<file path="src/rtl/fpsr_pkg.sv">
package fpsr_pkg;
   localparam int unsigned WORD_W     = 32;
   localparam int unsigned NFLAG      = 5;
   localparam int unsigned STICKY_LSB = 27;
   localparam int unsigned ENABLE_LSB = 0;
   localparam int unsigned RM_LSB     = 9;
   localparam int unsigned RM_W       = 2;
   localparam int unsigned FLUSH_BIT  = 5;

   typedef enum logic [1:0] {
      RM_NEAREST = 2'd0,
      RM_ZERO    = 2'd1,
      RM_PLUS    = 2'd2,
      RM_MINUS   = 2'd3
   } round_mode_e;
endpackage

</file>
<file path="src/rtl/fpsr_round_decode.sv">
module fpsr_round_decode #(
   parameter int unsigned RM_W = 2,
   localparam int unsigned NMODES = 1 << RM_W
) (
   input  logic [RM_W-1:0]   mode_field,
   output logic [NMODES-1:0] mode_onehot
);
   if (RM_W < 1) begin : g_bad_width
      $error("fpsr_round_decode: RM_W must be at least 1");
   end

   for (genvar m = 0; m < NMODES; m++) begin : g_mode
      assign mode_onehot[m] = (mode_field == RM_W'(m));
   end
endmodule

</file>
<file path="src/rtl/fpsr_sticky_merge.sv">
module fpsr_sticky_merge #(
   parameter int unsigned WORD_W     = 32,
   parameter int unsigned NFLAG      = 5,
   parameter int unsigned STICKY_LSB = 27,
   parameter int unsigned ENABLE_LSB = 0
) (
   input  logic [WORD_W-1:0] cur_word,
   input  logic [NFLAG-1:0]  raw_flags,
   input  logic              accept,
   output logic [WORD_W-1:0] next_word,
   output logic              trap_hit,
   output logic              any_flag
);
   if (STICKY_LSB + NFLAG > WORD_W) begin : g_bad_sticky
      $error("fpsr_sticky_merge: sticky field exceeds word");
   end
   if (ENABLE_LSB + NFLAG > WORD_W) begin : g_bad_enable
      $error("fpsr_sticky_merge: enable field exceeds word");
   end

   logic [NFLAG-1:0] live_flags;
   logic [NFLAG-1:0] enables;

   assign live_flags = accept ? raw_flags : '0;
   assign enables    = cur_word[ENABLE_LSB +: NFLAG];
   assign any_flag   = |live_flags;
   assign trap_hit   = |(live_flags & enables);

   for (genvar b = 0; b < WORD_W; b++) begin : g_bit
      if (b >= STICKY_LSB && b < STICKY_LSB + NFLAG) begin : g_sticky
         assign next_word[b] = cur_word[b] | live_flags[b - STICKY_LSB];
      end else begin : g_keep
         assign next_word[b] = cur_word[b];
      end
   end
endmodule

</file>
<file path="src/rtl/fpsr_accum.sv">
module fpsr_accum
   import fpsr_pkg::*;
#(
   parameter int unsigned P_WORD_W     = WORD_W,
   parameter int unsigned P_NFLAG      = NFLAG,
   parameter int unsigned P_STICKY_LSB = STICKY_LSB,
   parameter int unsigned P_ENABLE_LSB = ENABLE_LSB,
   parameter int unsigned P_RM_LSB     = RM_LSB,
   parameter int unsigned P_RM_W       = RM_W,
   parameter int unsigned P_FLUSH_BIT  = FLUSH_BIT,
   localparam int unsigned NMODES      = 1 << P_RM_W
) (
   input  logic                  clk,
   input  logic                  rst_n,
   input  logic                  wr_en,
   input  logic [P_WORD_W-1:0]   wr_data,
   input  logic                  op_done,
   input  logic [P_NFLAG-1:0]    op_flags,
   output logic [P_WORD_W-1:0]   status_word,
   output logic [NMODES-1:0]     round_sel,
   output logic                  flush_en,
   output logic                  trap_req
);
   if (P_RM_LSB + P_RM_W > P_WORD_W) begin : g_bad_rm
      $error("fpsr_accum: rounding field exceeds word");
   end
   if (P_FLUSH_BIT >= P_WORD_W) begin : g_bad_flush
      $error("fpsr_accum: flush bit outside word");
   end

   logic [P_WORD_W-1:0] word_q;
   logic                trap_q;
   logic [P_WORD_W-1:0] merged;
   logic                trap_hit;
   logic                any_flag;

   fpsr_sticky_merge #(
      .WORD_W     (P_WORD_W),
      .NFLAG      (P_NFLAG),
      .STICKY_LSB (P_STICKY_LSB),
      .ENABLE_LSB (P_ENABLE_LSB)
   ) u_merge (
      .cur_word  (word_q),
      .raw_flags (op_flags),
      .accept    (op_done),
      .next_word (merged),
      .trap_hit  (trap_hit),
      .any_flag  (any_flag)
   );

   fpsr_round_decode #(
      .RM_W (P_RM_W)
   ) u_round (
      .mode_field  (word_q[P_RM_LSB +: P_RM_W]),
      .mode_onehot (round_sel)
   );

   always_ff @(posedge clk) begin
      if (!rst_n) begin
         word_q <= '0;
         trap_q <= 1'b0;
      end else if (wr_en) begin
         word_q <= wr_data;
         trap_q <= 1'b0;
      end else if (any_flag) begin
         word_q <= merged;
         trap_q <= trap_hit;
      end else begin
         trap_q <= 1'b0;
      end
   end

   assign status_word = word_q;
   assign flush_en    = word_q[P_FLUSH_BIT];
   assign trap_req    = trap_q;

   // a write is stored verbatim and suppresses any trap
   a_r9_write_wins: assert property (@(posedge clk) disable iff (!rst_n)
      wr_en |=> (status_word == $past(wr_data)) && !trap_req);

   // accepted flags are ORed into the sticky field
   a_r5_sticky_or: assert property (@(posedge clk) disable iff (!rst_n)
      (!wr_en && op_done) |=>
         status_word == ($past(status_word) |
                         (P_WORD_W'($past(op_flags)) << P_STICKY_LSB)));

   // nothing accepted means no change and no trap
   a_r6_hold: assert property (@(posedge clk) disable iff (!rst_n)
      (!wr_en && (!op_done || op_flags == '0)) |=>
         $stable(status_word) && !trap_req);

   // a trap needs a current flag meeting its enable
   a_r7_trap_cause: assert property (@(posedge clk) disable iff (!rst_n)
      trap_req |-> $past(!wr_en && op_done &&
         ((op_flags & status_word[P_ENABLE_LSB +: P_NFLAG]) != '0)));

   // rounding select is always one-hot
   a_r3_onehot: assert property (@(posedge clk) disable iff (!rst_n)
      $countones(round_sel) == 1);
endmodule

</file>
<file path="config.mk">
export PLATFORM = sky130hd
export DESIGN_NAME = fpsr_accum
export DESIGN_NICKNAME = d
export VERILOG_FILES = /design/src/rtl/fpsr_pkg.sv /design/src/rtl/fpsr_round_decode.sv /design/src/rtl/fpsr_sticky_merge.sv /design/src/rtl/fpsr_accum.sv
export SDC_FILE = /design/constraint.sdc
export NUM_CORES = 1
export LEC_CHECK = 0
export BUFFER_PORTS_ARGS = -buffer_cell sky130_fd_sc_hd__buf_2
export CAP_MARGIN = 40
export CORE_MARGIN = 2
export CORE_UTILIZATION = 38
export DETAILED_ROUTE_END_ITERATION = 10
export PLACE_DENSITY = 0.82
export SLEW_MARGIN = 30
export SYNTH_ARGS = -nofsm -noshare
export SYNTH_HDL_FRONTEND = slang
export SYNTH_SLANG_ARGS = --single-unit
</file>
<file path="constraint.sdc">
create_clock -name clk -period 1 [get_ports clk]
set_clock_uncertainty 0.1 [all_clocks]
set_input_delay 0.3 -clock clk [delete_from_list [all_inputs] [get_ports clk]]
set_output_delay 0.3 -clock clk [all_outputs]
set_load 0.005 [all_outputs]
</file>
==> flow_summary.json, run 1 <==
{
  "die_x_um": 63.4,
  "num_antenna_cells": 0,
  "min_to": "status_word[1]$_SDFFE_PN0P_",
  "cts_root_buf": "clkbuf_4",
  "gp_routability_congestion": 0.711,
  "initial_core_util_pct": 39.8,
  "total_power_mw": 2.96,
  "num_io_pins": 79,
  "cts_tree": "done",
  "finalSetupViolCount": 39,
  "ctsHoldBuffers": 0,
  "synthFlopType": "dfxtp_1",
  "nets": 252,
  "yosysWarnings": 0,
  "cts_made_buffers": 5,
  "syn_nets": 159,
  "grt_max_degree": 20,
  "required_ns": 0.60,
  "post-route-util_pct": 61.1,
  "timing.rr.start": "status_word[3]$_SDFFE_PN0P_",
  "core_area_um2": 3360,
  "rsz0062_at_grt": "true",
  "ant_nets": 0,
  "synth_edf_count": 0,
  "power.density_nw_per_um2": 1440,
  "area_delta_synth_final_pct": 53.5,
  "drt_iter0_markers": 27,
  "synthTopCellsByArea": "dfxtp_1 49%, mux2i_1 20%, nor2b_1 14%",
  "slew_headroom_pct": 78.7,
  "first_global_vias": 1120,
  "wl_per_cell_um": 12.0,
  "drv_cap": 0,
  "hold_path.class": "primary input to flip-flop",
  "holdPathStages": 3,
  "drive_gt1_share_pct": 62.7,
  "cp.arrival_ns": 0.94,
  "min_period_over_period_pct": 134,
  "yosysMostFrequentCell": "dfxtp_1",
  "antenna_found_initial": 0,
  "place_hpwl_um": 2200,
  "clock_latency_ns": 0.32,
  "ys_seq_area_share_pct": 49.3,
  "grt_pass1_wl_um": 4860,
  "synth_cell_types": 16,
  "cp-start-kind": "flip-flop",
  "path_cells": "and2_1, buf_2",
  "reg2regPathDepth": 3,
  "drt-pass1-iter-count": 4,
  "rrSetupSlack_ns": -0.03,
  "failed_checks": "negative setup slack",
  "routed_wl_um": 3100,
  "hold_viol": 0,
  "worst_setup_path_end_kind": "primary output",
  "p_leak_nw": 1.06,
  "yosys.area.top_type": "dfxtp_1",
  "dieHeight_um": 63.4,
  "max_stage_delay_ns": 0.37,
  "rows": 21,
  "ir_drop_uv": 1030,
  "cp_slowest_cell": "dfxtp_4",
  "vias": 1172,
  "period_needed_ns": 1.34,
  "async_reset_ff_share_pct": 0,
  "cts_max_path_buffers": 2,
  "fp.dieArea_um2": 4010,
  "avgSynthCellArea_um2": 11.3,
  "fmax_ghz": 0.747,
  "grt_overflow": 0,
  "grt_usage_pct": 15.7,
  "viasPerCell": 4.54,
  "yosysTopAreaCellShare_pct": 49.3,
  "ys_ff_latch": 33,
  "status": "finished with violations",
  "htree_levels": 2,
  "yosys-top-cells-count": "33 x dfxtp_1, 29 x nor2b_1, 27 x mux2i_1",
  "clk_pin_slew_worst_paths_ns": 0.10,
  "syn_inst": 118,
  "port-buffer-count": 78,
  "r2r_end": "trap_req$_SDFF_PP0_",
  "critPathKind": "flip-flop to primary output",
  "crit_fanout": 6,
  "setup_slack_ns": -0.339,
  "cts.sinks": 33,
  "tightestPinTransition_ns": 0.319,
  "post-route-drc-count": 0,
  "maxSlewViolCount": 0,
  "hold_path_startpoint": "wr_data[1]",
  "synth_area_um2": 1340
}
where the power goes:
group	internal, mW	total (mW)	switching, mW
clock network	0.597	1.02	0.421
registers	1.41	1.46	0.0482
logic	0.306	0.489	0.183
worst max-delay path, delay by kind of cell, from the launching register on:
family / cells / cell delay (ns)
simple gates: 1 / 0.14
buf+inv: 1 / 0.12
flops: 1 / 0.37
flip-flops by register name, summed over array words and instances, names as in the netlist:
name,count
status_word,32
trap_req,1
metrics by stage:
| stage | setup WS [ns] | TNS, ns | cell area (um2) | instances | hold WS, ns |
|---|---|---|---|---|---|
| after floorplan | -0.00470 | -0.0108 | 1360 | 118 | 0.326 |
| after global placement | -0.171 | -4.33 | 1830 | 245 | 0.392 |
| after detailed placement | -0.208 | -4.98 | 1830 | 245 | 0.403 |
| after CTS | -0.373 | -8.28 | 2020 | 257 | 0.107 |
| after global routing | -0.408 | -9.40 | 2050 | 258 | 0.115 |
| final | -0.339 | -7.21 | 2050 | 258 | 0.124 |
worst max path at each step:
stage / startpoint / end / depth (start not counted)
after floorplan: wr_en / status_word[29]$_SDFFE_PN0P_ / 3
after global placement: wr_en / status_word[29]$_SDFFE_PN0P_ / 4
after detailed placement: wr_en / status_word[2]$_SDFFE_PN0P_ / 5
after CTS: status_word[10]$_SDFFE_PN0P_ / round_sel[2] / 2
after global routing: status_word[10]$_SDFFE_PN0P_ / round_sel[2] / 2
final: status_word[9]$_SDFFE_PN0P_ / round_sel[3] / 2
metal layers:
layer,vias up,global-route usage (%),share of wire [%]
met3,2,8.21,8.9
li1,586,-,-
met1,536,16.0,40
met4,0,5.71,0.68
met2,48,27.0,50
met5,-,0,0
cells by family after synthesis:
kind of cell,share of synthesized area (%)
and+or+nand+nor,19.3
DFF,49.3
AOI/OAI and AO/OA,5.14
buffers and inverters,6.07
muxes,20.2
placed cells by master, fill, tap and decap left out:
master,n
buf_2,70
dfxtp_2,30
nor2b_1,29
mux2i_1,27
buf_6,11
buf_4,10
a211o_1,5
nand2b_1,5
and3_1,5
clkbuf_4,5
buf_12,3
dfxtp_4,2
nor2_1,1
and2_1,1
a222oi_1,1
a22oi_1,1
nand2_1,1
a211oi_1,1
clkbuf_1,1
bufinv_16,1
clkbuf_8,1
dfxtp_1,1
repair_timing:
| action | in CTS | in global routing |
|---|---|---|
| pin swaps | 2 | 2 |
| setup buffers | 4 | 1 |
| setup endpoints to repair | 39 | 39 |
| hold endpoints to repair | 0 | 0 |
| resized for setup | 39 | 6 |
cell type report:
cell class                      instances  area [um2]
Clock inverter                          1        30.0
Fill cell                             308        1310
Tap cell                               46        57.6
Multi-Input combinational cell         77         597
Timing Repair Buffer                   94         609
Clock buffer                            7        55.1
Sequential cell                        33         706
No activity file was read; power rests on OpenSTA's default activity.
==> run 2, diff against run 1 <==
--- a/config.mk
+++ b/config.mk
@@ -7,8 +7,10 @@
 export LEC_CHECK = 0
 export BUFFER_PORTS_ARGS = -buffer_cell sky130_fd_sc_hd__buf_2
 export CAP_MARGIN = 40
+export CELL_PAD_IN_SITES_DETAIL_PLACEMENT = 0
+export CELL_PAD_IN_SITES_GLOBAL_PLACEMENT = 2
 export CORE_MARGIN = 2
-export CORE_UTILIZATION = 38
+export CORE_UTILIZATION = 22
 export DETAILED_ROUTE_END_ITERATION = 10
 export PLACE_DENSITY = 0.82
 export SLEW_MARGIN = 30
==> run 2 against run 1 <==
Net effect: critical path type unchanged; via count decreased by 2.8%; utilization decreased by 25 points; clock-buffer cell count increased by 1; final cell count increased by 10%; fmax increased by 2.7%; first-iteration DRC count decreased by 15%; register-to-register slack got worse by 0.11 ns; setup slack improved by 0.036 ns; the run still ends with negative setup slack left.
==> flow_summary.json, run 2 (synthesis gave the netlist of run 1 again) <==
{
  "status": "finished with violations",
  "failed_checks": "negative setup slack",
  "area_delta_synth_final_pct": 60.4,
  "routed_wl_um": 3210,
  "wl_met2_um": 1590,
  "cts.sinks": 33,
  "crit_fanout": 6,
  "clock_latency_ns": 0.28,
  "drt-pass1-iter-count": 4,
  "grt_max_degree": 18,
  "max_stage_delay_ns": 0.37,
  "post-place-ws_ns": -0.258,
  "viasPerCell": 4.00,
  "ant_nets": 0,
  "port-buffer-count": 78,
  "final_common_cell": "buf_2",
  "highest_layer": "met4",
  "fmax_ghz": 0.767,
  "post-route-drc-count": 0,
  "drive_gt1_share_pct": 61.9,
  "met3WireLength_um": 256,
  "cts_made_buffers": 5,
  "drv_cap": 0,
  "setup_slack_ns": -0.304,
  "most-common-layout-cells": "59 x buf_2, 30 x dfxtp_2, 28 x nor2b_1",
  "core_area_um2": 5890,
  "timing.rr.start": "status_word[1]$_SDFFE_PN0P_",
  "path_cells": "and2_1, buf_2",
  "largest_reg_flops": 32,
  "grt_overflow": 0,
  "met1_length_um": 1320,
  "ir_drop_uv": 534,
  "rsz0062_at_grt": "true",
  "tightestPinTransition_ns": 0.325,
  "min_period_over_period_pct": 130,
  "hold_viol": 0,
  "cp_top_family": "flip-flops",
  "fp.dieArea_um2": 6730,
  "wl_per_cell_um": 11.2,
  "slew_headroom_pct": 78.3,
  "cp-start-kind": "flip-flop",
  "period_needed_ns": 1.30,
  "critPathLaunch": "status_word[10]$_SDFFE_PN0P_",
  "place_area_um2": 1840,
  "htree_levels": 2,
  "hold_path_startpoint": "wr_data[9]",
  "drt_iter0_markers": 23,
  "cts_root_buf": "clkbuf_8",
  "cp.arrival_ns": 0.90,
  "grt_pass1_wl_um": 4820,
  "rows": 28,
  "final_cell_area_um2": 2150,
  "total_power_mw": 2.91,
  "num_antenna_cells": 0,
  "cts_max_path_buffers": 2,
  "worst_setup_path_end_kind": "primary output",
  "num_io_pins": 79,
  "maxSlewViolCount": 0,
  "p_leak_nw": 1.06,
  "vias": 1139,
  "critPathKind": "flip-flop to primary output",
  "path_buf_inv": 1,
  "die_x_um": 82.0,
  "gp_routability_congestion": 0.668,
  "ctsHoldBuffers": 0,
  "cts_tree": "done",
  "place_hpwl_um": 2410,
  "required_ns": 0.60,
  "clk_pin_slew_worst_paths_ns": 0.06,
  "post-route-util_pct": 36.5,
  "hold_path.class": "primary input to flip-flop",
  "finalSetupViolCount": 39,
  "cp_slowest_cell": "dfxtp_4",
  "nets": 250,
  "initial_core_util_pct": 22.7,
  "dieHeight_um": 82.0,
  "antenna_found_initial": 0,
  "power.density_nw_per_um2": 1360,
  "first_global_vias": 1039,
  "grt_usage_pct": 9.84
}
-- run 2: path summary, 6_finish.rpt --
path                                        to  slack (ns)  cells past startpoint
setup / recovery                  round_sel[3]       -0.30                      2
hold / removal     status_word[9]$_SDFFE_PN0P_        0.18                      3
hold reg to reg   status_word[13]$_SDFFE_PN0P_        0.40                      2
setup reg to reg           trap_req$_SDFF_PP0_       -0.14                      3
-- run 2: per-layer routing --
metal / vias up / track usage (%)
met5: - / 0
met4: 0 / 3.00
met3: 6 / 4.62
met2: 42 / 16.0
met1: 512 / 11.5
li1: 579 / -
-- run 2: final cells by class --
cell class,instances,area (um2)
fillers,628,3740
flip-flops and latches,33,706
repair buffers,92,663
multi-input cells,77,604
well taps,75,93.8
clock buffers,8,80.1
-- run 2: power by group --
group	internal [mW]	switching, mW	leakage, nW
sequential	1.41	0.0556	0.284
combinational	0.333	0.181	0.737
clock	0.494	0.441	0.0395
total	2.24	0.677	1.06
-- run 2: worst register-to-register path: cells and delay by family, from the launching register on --
| family | cells | cell delay, ns |
|---|---|---|
| DFF | 1 | 0.33 |
| AOI/OAI and AO/OA | 2 | 0.48 |
| buffers and inverters | 1 | 0.10 |
-- run 2: timing repair --
item	4_1_cts	5_1_grt
setup buffers	5	1
gates resized for setup	37	21
setup endpoints to repair	39	54
pin swaps	7	2
-- run 2: stage by stage --
stage	hold WS [ns]	TNS, ns	instances
after floorplan	0.326	-0.0108	118
after global placement	0.393	-6.78	271
after detailed placement	0.403	-7.43	271
after CTS	0.164	-5.71	284
after global routing	0.172	-6.99	285
final	0.175	-5.26	285
